$ cat src/rtl/i2cb_pkg.sv
package i2cb_pkg;
   localparam logic [23:0] OFF_DATA = 24'h410000;
   localparam logic [23:0] OFF_SADR = 24'h41000C;
   localparam logic [23:0] OFF_RIDX = 24'h410010;
   localparam logic [23:0] OFF_STAT = 24'h410020;
   localparam logic [23:0] OFF_PORT = 24'h410100;
   localparam logic [23:0] OFF_WIDE = 24'h410104;

   localparam logic [1:0] ST_ADDR_NAK = 2'b01;
   localparam logic [1:0] ST_XFER_NAK = 2'b10;

   typedef enum logic [2:0] {
      IT_START,
      IT_RSTART,
      IT_TX,
      IT_RX,
      IT_STOP
   } item_e;
endpackage

$ cat src/rtl/i2cb_engine.sv
module i2cb_engine
   import i2cb_pkg::*;
#(
   parameter int CLK_DIV = 4
) (
   input  logic        clk,
   input  logic        rst_n,
   input  logic        start,
   input  logic        rd,
   input  logic        wide,
   input  logic [6:0]  sadr,
   input  logic [7:0]  ridx,
   input  logic [7:0]  wdat,
   input  logic        sda_in,
   output logic        busy,
   output logic        done,
   output logic [1:0]  err_set,
   output logic [15:0] rdata,
   output logic        scl_lvl,
   output logic        sda_lvl
);
   localparam int CNT_W = (CLK_DIV > 1) ? $clog2(CLK_DIV) : 1;
   localparam logic [CNT_W-1:0] CNT_TOP = CNT_W'(CLK_DIV - 1);
   localparam logic [3:0] ACK_BIT = 4'd8;

   logic [CNT_W-1:0] cnt;
   logic [1:0]  q;
   logic [3:0]  bitn;
   logic [2:0]  stp;
   logic        run, abort, nak, rd_q, wide_q;
   logic [6:0]  sadr_q;
   logic [7:0]  ridx_q, wdat_q;
   logic [15:0] rx_sh;

   item_e       itm;
   logic [7:0]  txb;
   logic        last;
   logic        tick, bit_item;
   logic [2:0]  bsel;

   // transaction script: which item runs at step stp
   always_comb begin
      itm  = IT_STOP;
      txb  = 8'h00;
      last = 1'b1;
      if (!abort) begin
         if (!rd_q) begin
            case (stp)
               3'd0: itm = IT_START;
               3'd1: begin itm = IT_TX; txb = {sadr_q, 1'b0}; end
               3'd2: begin itm = IT_TX; txb = ridx_q; end
               3'd3: begin itm = IT_TX; txb = wdat_q; end
               default: itm = IT_STOP;
            endcase
         end else begin
            case (stp)
               3'd0: itm = IT_START;
               3'd1: begin itm = IT_TX; txb = {sadr_q, 1'b0}; end
               3'd2: begin itm = IT_TX; txb = ridx_q; end
               3'd3: itm = IT_RSTART;
               3'd4: begin itm = IT_TX; txb = {sadr_q, 1'b1}; end
               3'd5: begin itm = IT_RX; last = !wide_q; end
               3'd6: if (wide_q) itm = IT_RX;
               default: itm = IT_STOP;
            endcase
         end
      end
   end

   assign tick     = run && (cnt == CNT_TOP);
   assign bit_item = (itm == IT_TX) || (itm == IT_RX);
   assign bsel     = 3'(4'd7 - bitn);

   // line levels per quarter of the current item (1 = released)
   always_comb begin
      scl_lvl = 1'b1;
      sda_lvl = 1'b1;
      if (run) begin
         case (itm)
            IT_START:  sda_lvl = (q == 2'd0);
            IT_RSTART: begin scl_lvl = (q != 2'd0); sda_lvl = (q < 2'd2); end
            IT_STOP:   begin scl_lvl = (q != 2'd0); sda_lvl = (q >= 2'd2); end
            IT_TX: begin
               scl_lvl = q[0] ^ q[1];
               sda_lvl = (bitn == ACK_BIT) ? 1'b1 : txb[bsel];
            end
            IT_RX: begin
               scl_lvl = q[0] ^ q[1];
               sda_lvl = (bitn == ACK_BIT) ? last : 1'b1;
            end
            default: ;
         endcase
      end
   end

   always_ff @(posedge clk or negedge rst_n) begin
      if (!rst_n) begin
         cnt <= '0; q <= '0; bitn <= '0; stp <= '0;
         run <= 1'b0; abort <= 1'b0; nak <= 1'b0;
         rd_q <= 1'b0; wide_q <= 1'b0;
         sadr_q <= '0; ridx_q <= '0; wdat_q <= '0;
         rx_sh <= '0; done <= 1'b0; err_set <= '0;
      end else begin
         done    <= 1'b0;
         err_set <= '0;
         if (start && !run) begin
            run <= 1'b1; rd_q <= rd; wide_q <= wide;
            sadr_q <= sadr; ridx_q <= ridx; wdat_q <= wdat;
            cnt <= '0; q <= '0; bitn <= '0; stp <= '0;
            abort <= 1'b0; nak <= 1'b0; rx_sh <= '0;
         end else if (run) begin
            cnt <= tick ? '0 : cnt + 1'b1;
            if (tick) begin
               q <= q + 2'd1;
               if (q == 2'd2) begin
                  if (itm == IT_RX && bitn != ACK_BIT)
                     rx_sh <= {rx_sh[14:0], sda_in};
                  if (itm == IT_TX && bitn == ACK_BIT && sda_in) begin
                     nak     <= 1'b1;
                     err_set <= (stp == 3'd1 || stp == 3'd4) ? ST_ADDR_NAK : ST_XFER_NAK;
                  end
               end
               if (q == 2'd3) begin
                  if (bit_item && bitn != ACK_BIT) begin
                     bitn <= bitn + 4'd1;
                  end else begin
                     bitn  <= '0;
                     stp   <= stp + 3'd1;
                     abort <= abort | nak;
                     if (itm == IT_STOP) begin
                        run  <= 1'b0;
                        done <= 1'b1;
                     end
                  end
               end
            end
         end
      end
   end

   assign busy  = run;
   assign rdata = rx_sh;
endmodule

$ cat src/rtl/i2cb_regs.sv
module i2cb_regs
   import i2cb_pkg::*;
#(
   parameter int ADDR_W = 24,
   parameter int PSEL_W = 1
) (
   input  logic              clk,
   input  logic              rst_n,
   input  logic              hst_sel,
   input  logic              hst_wr,
   input  logic [ADDR_W-1:0] hst_addr,
   input  logic [15:0]       hst_wdata,
   output logic [15:0]       hst_rdata,
   output logic              hst_ready,
   input  logic              eng_busy,
   input  logic              eng_done,
   input  logic [15:0]       eng_rdata,
   input  logic [1:0]        err_set,
   output logic              launch,
   output logic              launch_rd,
   output logic [6:0]        sadr,
   output logic [7:0]        ridx,
   output logic [7:0]        wdat,
   output logic              wide,
   output logic [PSEL_W-1:0] psel
);
   localparam logic [ADDR_W-1:0] A_DATA = ADDR_W'(OFF_DATA);
   localparam logic [ADDR_W-1:0] A_SADR = ADDR_W'(OFF_SADR);
   localparam logic [ADDR_W-1:0] A_RIDX = ADDR_W'(OFF_RIDX);
   localparam logic [ADDR_W-1:0] A_STAT = ADDR_W'(OFF_STAT);
   localparam logic [ADDR_W-1:0] A_PORT = ADDR_W'(OFF_PORT);
   localparam logic [ADDR_W-1:0] A_WIDE = ADDR_W'(OFF_WIDE);

   logic       data_hit;
   logic [1:0] stat;
   logic       unused_hi;

   assign data_hit  = hst_sel && (hst_addr == A_DATA);
   assign launch    = data_hit && !eng_busy && !eng_done;
   assign launch_rd = !hst_wr;
   assign hst_ready = data_hit ? eng_done : hst_sel;
   assign wdat      = hst_wdata[7:0];
   assign unused_hi = ^hst_wdata[15:8];

   always_ff @(posedge clk or negedge rst_n) begin
      if (!rst_n) begin
         sadr <= '0; ridx <= '0; wide <= 1'b0; psel <= '0; stat <= '0;
      end else begin
         if (hst_sel && hst_wr && !data_hit) begin
            case (hst_addr)
               A_SADR: sadr <= hst_wdata[6:0];
               A_RIDX: ridx <= hst_wdata[7:0];
               A_PORT: psel <= hst_wdata[PSEL_W-1:0];
               A_WIDE: wide <= hst_wdata[0];
               default: ;
            endcase
         end
         if (launch) stat <= '0;
         else        stat <= stat | err_set;
      end
   end

   always_comb begin
      case (hst_addr)
         A_DATA:  hst_rdata = eng_rdata;
         A_SADR:  hst_rdata = {9'd0, sadr};
         A_STAT:  hst_rdata = {14'd0, stat};
         default: hst_rdata = 16'd0;
      endcase
   end
endmodule

$ cat src/rtl/i2cb_portsel.sv
module i2cb_portsel #(
   parameter int NPORTS = 2,
   parameter int PSEL_W = 1
) (
   input  logic [PSEL_W-1:0] psel,
   input  logic              scl_lvl,
   input  logic              sda_lvl,
   input  logic [NPORTS-1:0] sda_in,
   output logic [NPORTS-1:0] scl_oe,
   output logic [NPORTS-1:0] sda_oe,
   output logic              sda_pick
);
   for (genvar p = 0; p < NPORTS; p++) begin : g_port
      assign scl_oe[p] = (psel == PSEL_W'(p)) && !scl_lvl;
      assign sda_oe[p] = (psel == PSEL_W'(p)) && !sda_lvl;
   end
   assign sda_pick = sda_in[psel];
endmodule

$ cat src/rtl/i2cb_bridge.sv
module i2cb_bridge #(
   parameter int ADDR_W  = 24,
   parameter int NPORTS  = 2,
   parameter int CLK_DIV = 4
) (
   input  logic              clk,
   input  logic              rst_n,
   input  logic              hst_sel,
   input  logic              hst_wr,
   input  logic [ADDR_W-1:0] hst_addr,
   input  logic [15:0]       hst_wdata,
   output logic [15:0]       hst_rdata,
   output logic              hst_ready,
   output logic [NPORTS-1:0] scl_oe,
   output logic [NPORTS-1:0] sda_oe,
   input  logic [NPORTS-1:0] sda_in
);
   localparam int PSEL_W = (NPORTS > 1) ? $clog2(NPORTS) : 1;

   if (CLK_DIV < 2) begin : g_bad_div
      $error("i2cb_bridge: CLK_DIV must be at least 2");
   end
   if (NPORTS < 2 || (1 << PSEL_W) != NPORTS) begin : g_bad_ports
      $error("i2cb_bridge: NPORTS must be a power of two, at least 2");
   end
   if (ADDR_W < 23) begin : g_bad_addr
      $error("i2cb_bridge: ADDR_W too narrow for the register offsets");
   end

   logic              launch, launch_rd, eng_busy, eng_done, wide;
   logic              scl_lvl, sda_lvl, sda_pick;
   logic [6:0]        sadr;
   logic [7:0]        ridx, wdat;
   logic [PSEL_W-1:0] psel;
   logic [1:0]        err_set;
   logic [15:0]       eng_rdata;

   i2cb_regs #(.ADDR_W(ADDR_W), .PSEL_W(PSEL_W)) u_regs (
      .clk(clk), .rst_n(rst_n), .hst_sel(hst_sel), .hst_wr(hst_wr),
      .hst_addr(hst_addr), .hst_wdata(hst_wdata), .hst_rdata(hst_rdata),
      .hst_ready(hst_ready), .eng_busy(eng_busy), .eng_done(eng_done),
      .eng_rdata(eng_rdata), .err_set(err_set), .launch(launch),
      .launch_rd(launch_rd), .sadr(sadr), .ridx(ridx), .wdat(wdat),
      .wide(wide), .psel(psel)
   );

   i2cb_engine #(.CLK_DIV(CLK_DIV)) u_eng (
      .clk(clk), .rst_n(rst_n), .start(launch), .rd(launch_rd), .wide(wide),
      .sadr(sadr), .ridx(ridx), .wdat(wdat), .sda_in(sda_pick),
      .busy(eng_busy), .done(eng_done), .err_set(err_set), .rdata(eng_rdata),
      .scl_lvl(scl_lvl), .sda_lvl(sda_lvl)
   );

   i2cb_portsel #(.NPORTS(NPORTS), .PSEL_W(PSEL_W)) u_port (
      .psel(psel), .scl_lvl(scl_lvl), .sda_lvl(sda_lvl), .sda_in(sda_in),
      .scl_oe(scl_oe), .sda_oe(sda_oe), .sda_pick(sda_pick)
   );
endmodule


$ cat config.mk
export PLATFORM = sky130hd
export DESIGN_NAME = i2cb_bridge
export DESIGN_NICKNAME = d
export VERILOG_FILES = /design/src/rtl/i2cb_pkg.sv /design/src/rtl/i2cb_engine.sv /design/src/rtl/i2cb_regs.sv /design/src/rtl/i2cb_portsel.sv /design/src/rtl/i2cb_bridge.sv
export SDC_FILE = /design/constraint.sdc
export NUM_CORES = 1
export LEC_CHECK = 0
export BUFFER_PORTS_ARGS = -buffer_cell sky130_fd_sc_hd__buf_2
export CAP_MARGIN = 20
export CORE_ASPECT_RATIO = 0.7
export CORE_MARGIN = 5
export CORE_UTILIZATION = 60
export CTS_CLUSTER_DIAMETER = 150
export DETAILED_ROUTE_END_ITERATION = 10
export PLACE_DENSITY = 0.94
export SLEW_MARGIN = 20
export SYNTH_ARGS = -nofsm -noshare
export SYNTH_HDL_FRONTEND = slang
export SYNTH_HIERARCHICAL = 1
export SYNTH_SLANG_ARGS = --single-unit
$ cat constraint.sdc
create_clock -name clk -period 3.7 [get_ports clk]
set_input_delay 0 -clock clk [delete_from_list [all_inputs] [get_ports clk]]
set_output_delay 0 -clock clk [all_outputs]
set_load 0.005 [all_outputs]
==> summary.txt <==
worst path arrival time -> 3.16 ns
DR vias -> 3565
final hold violation count -> 0
Top-Level Pins -> 67
Routed wire per std cell -> 16.71 um
Worst Path Required -> 3.70 ns
Hold Startpoint -> sda_in[1]
Design Area, Final -> 4872 um2
Clock Sinks -> 77
clock-pin slew reported for the worst setup and hold paths after clock tree synthesis -> 0.08 ns
CP Class -> reg -> out
RSZ-0062 raised after global routing -> false
distinct cell type count after synthesis -> 63
Worst Reg-to-Reg Cells -> 8
initial antenna violation count -> 0
Final HPWL DP -> 7168 um
crit path launch type -> flop
Worst IR Drop VDD -> 0.3120 mV
Comb pwr share -> 4.2%
largest net degree at the start of global routing -> 78
setup violators final -> 0
top cells by area, synth -> dfrtp_1 (45%), nand2_1 (9.4%), mux2_2 (5.8%)
Net Sw Power -> 343.9 uW
ratio of cells with drive above 1 in the final layout -> 22.70%
post-route DRC violation count -> 0
CTS Buf Count -> 9
minimum clock period -> 3.157 ns
Initial Util -> 62.53%
reg2reg start -> u_eng/stp[0]
post-CTS setup buffers -> 0
post-route ant nets -> 0
reg2reg setup slack -> 0.91 ns
Final TNS setup -> 0 ns
ant diodes -> 0
hold depth -> 4
Cell Rows -> 25
Final Max Slew Viols -> 0
Clock Latency Late Sink -> 0.35 ns
Layout Nets -> 565
H-tree levels -> 3
drt initial violations -> 319
vias per inst -> 5.893
hold endpoint -> u_eng/rdata[0]
Synth area leader -> dfrtp_1
Min-Delay Path Class -> in -> reg
power share of the clock group -> 43.6%
Synth Flop Type -> dfrtp_1
Post-synth EDFFs -> 0
switching share of total power -> 21.32%
Die Width -> 110.8 um
Tcrit/Tclk final -> 85.32%
vertical die dimension -> 80.53 um
Post-Layout Cell Count -> 605
CTS root buf -> clkbuf_8
final core utilization -> 71.45%
Final Skew -> 0.01068 ns
Clock Path Buffers -> 2
drt pass-1 iters -> 6
Post-Place Cells -> 579
GRT Overall Usage -> 23.45%
status -> completed
maximum clock frequency -> 316.8 MHz
P_leak -> 2.500 nW
MaxCap Viol Count -> 0
part of the power in registers -> 52.2%
Tightest Pin Transition -> 0.9448 ns
Die ar. -> 8920 um2
fill count -> 496
ys async rst share -> 100.0%
Layout Area Growth over Synthesis -> 14.26%
YS warnings -> 6
Int Pwr -> 1.269 mW
r2r endpoint -> u_eng/rdata[14]
GRT overflow -> 0
P per Cell Area -> 331.0 nW/um2
CTS tree -> built
number of synthesized register bits -> 77
Placeable Area -> 6819 um2
total routed wirelength -> 10110 um
Worst slew margin -> 37.01%
Buffers on Ports -> 58
placed cell area -> 4547 um2
Mean Syn Cell Area -> 9.434 um2
Syn Inst Count -> 452
register area share after synthesis -> 45.19%
CP max FO -> 21
first-pass GRT wire length -> 16640 um
worst hold slack -> 0.09068 ns
syn nets -> 511
routability congestion estimate -> 0.9005
Yosys top cell area share -> 45.19%
crit end category -> output port
vias in the first global route -> 3496
Post-Syn Area -> 4264 um2
-- final cells by class --
type                            instances  area [um2]  area share [%]
Multi-Input combinational cell        330        2120           43.50
Sequential cell                        77        1927           39.55
Timing Repair Buffer                   72       422.9           8.680
Clock buffer                           11       141.4           2.902
Tap cell                               94       117.6           2.414
Clock inverter                          5       83.83           1.721
Inverter                               16       60.06           1.233
-- cells by family (layout without fill, tap and decap cells) --
family / count (synthesis) / count (layout) / synth area share (%)
DFF: 77 / 77 / 45.19
and+or+nand+nor: 210 / 210 / 24.18
buffers and inverters: 45 / 104 / 5.164
adders and majority gates: 13 / 13 / 3.815
muxes: 41 / 41 / 10.42
AOI/OAI and AO/OA: 63 / 63 / 10.62
xor gates and xnor gates: 3 / 3 / 0.6163
-- critical path: stages (launching register included) --
cell and delay (ns):
dfrtp_1 0.60, inv_2 0.19, ha_1 0.32, nor2b_1 0.38
a221oi_1 0.17, o2111a_1 0.30, a211oi_1 0.32, o221ai_1 0.19
o211ai_1 0.14, nor2b_1 0.07, buf_2 0.13
-- repair_timing --
| action | CTS | global route |
|---|---|---|
| hold buffers | 10 | 0 |
| resized for setup | 0 | 0 |
| hold endpoints to repair | 103 | 0 |
-- cell usage after synthesis (all sizes together) (4+ instances only) --
library cell / number
nand2: 108
inv: 16
nand4: 4
nor2: 33
nand3b: 4
clkbuf: 14
mux2i: 17
nand2b: 4
and2: 13
mux2: 24
a21oi: 12
ha: 13
nor3: 11
o21ai: 11
nor4: 4
a22oi: 7
dfrtp: 77
nand3: 8
nor2b: 6
buf: 15
-- registers in the layout, indices dropped and copies added (netlist names) --
name           flops
u_eng/abort        1
u_eng/bitn         4
u_eng/busy         1
u_eng/cnt          2
u_eng/done         1
u_eng/err_set      2
u_eng/nak          1
u_eng/q            2
u_eng/rd_q         1
u_eng/rdata       16
u_eng/ridx_q       8
u_eng/sadr_q       7
u_eng/stp          3
u_eng/wdat_q       8
u_eng/wide_q       1
u_regs/psel        1
u_regs/ridx        8
u_regs/sadr        7
u_regs/stat        2
u_regs/wide        1
-- placed cells by master (no fill, tap or decap), drive strengths merged, types with 6 or more instances in the layout --
cell type / count
nand2: 108
clkbuf: 11
dfrtp: 77
nor3: 11
a21oi: 12
dlygate4sd3: 10
inv: 16
and2: 13
a22oi: 7
ha: 13
o21ai: 11
nor2: 33
mux2: 24
nand3: 8
buf: 62
nor2b: 6
mux2i: 17
-- power groups by stage --
| stage | registers, mW | clock network [mW] | logic [mW] |
|---|---|---|---|
| floorplan | 0.858 | 0 | 0.0182 |
| global placement | 0.858 | 0 | 0.0573 |
| detailed placement | 0.858 | 0 | 0.0597 |
| CTS | 0.842 | 0.717 | 0.0682 |
| global route | 0.842 | 0.758 | 0.0751 |
| finish | 0.842 | 0.704 | 0.0675 |
-- how the worst max path moves through the flow --
| stage | from | slack (ns) | depth (start not counted) | to |
|---|---|---|---|---|
| final | u_eng/stp[2] | 0.54 | 10 | sda_oe[1] |
| after floorplan | u_eng/stp[0] | 1.52 | 8 | u_eng/rdata[14] |
| after global placement | u_eng/stp[2] | 1.04 | 10 | sda_oe[1] |
| after detailed placement | hst_addr[9] | 0.98 | 9 | u_eng/stp[1] |
| after global routing | u_eng/stp[2] | 0.31 | 10 | sda_oe[1] |
| after CTS | u_eng/stp[2] | 0.58 | 10 | sda_oe[1] |
-- layer usage --
layer | track usage, % | share of wire (%)
met1 | 31.15 | 44
met4 | 8.979 | 2.9
met5 | 0 | 0
met3 | 7.380 | 8.0
met2 | 36.14 | 45
-- through the flow --
stage	total power, mW	setup WS, ns
final	1.613	0.5433
after CTS	1.627	0.5821
after global placement	0.9156	1.044
after global routing	1.675	0.3126
after floorplan	0.8767	1.524
after detailed placement	0.9181	0.9818
(Power assumes the default switching activity.)
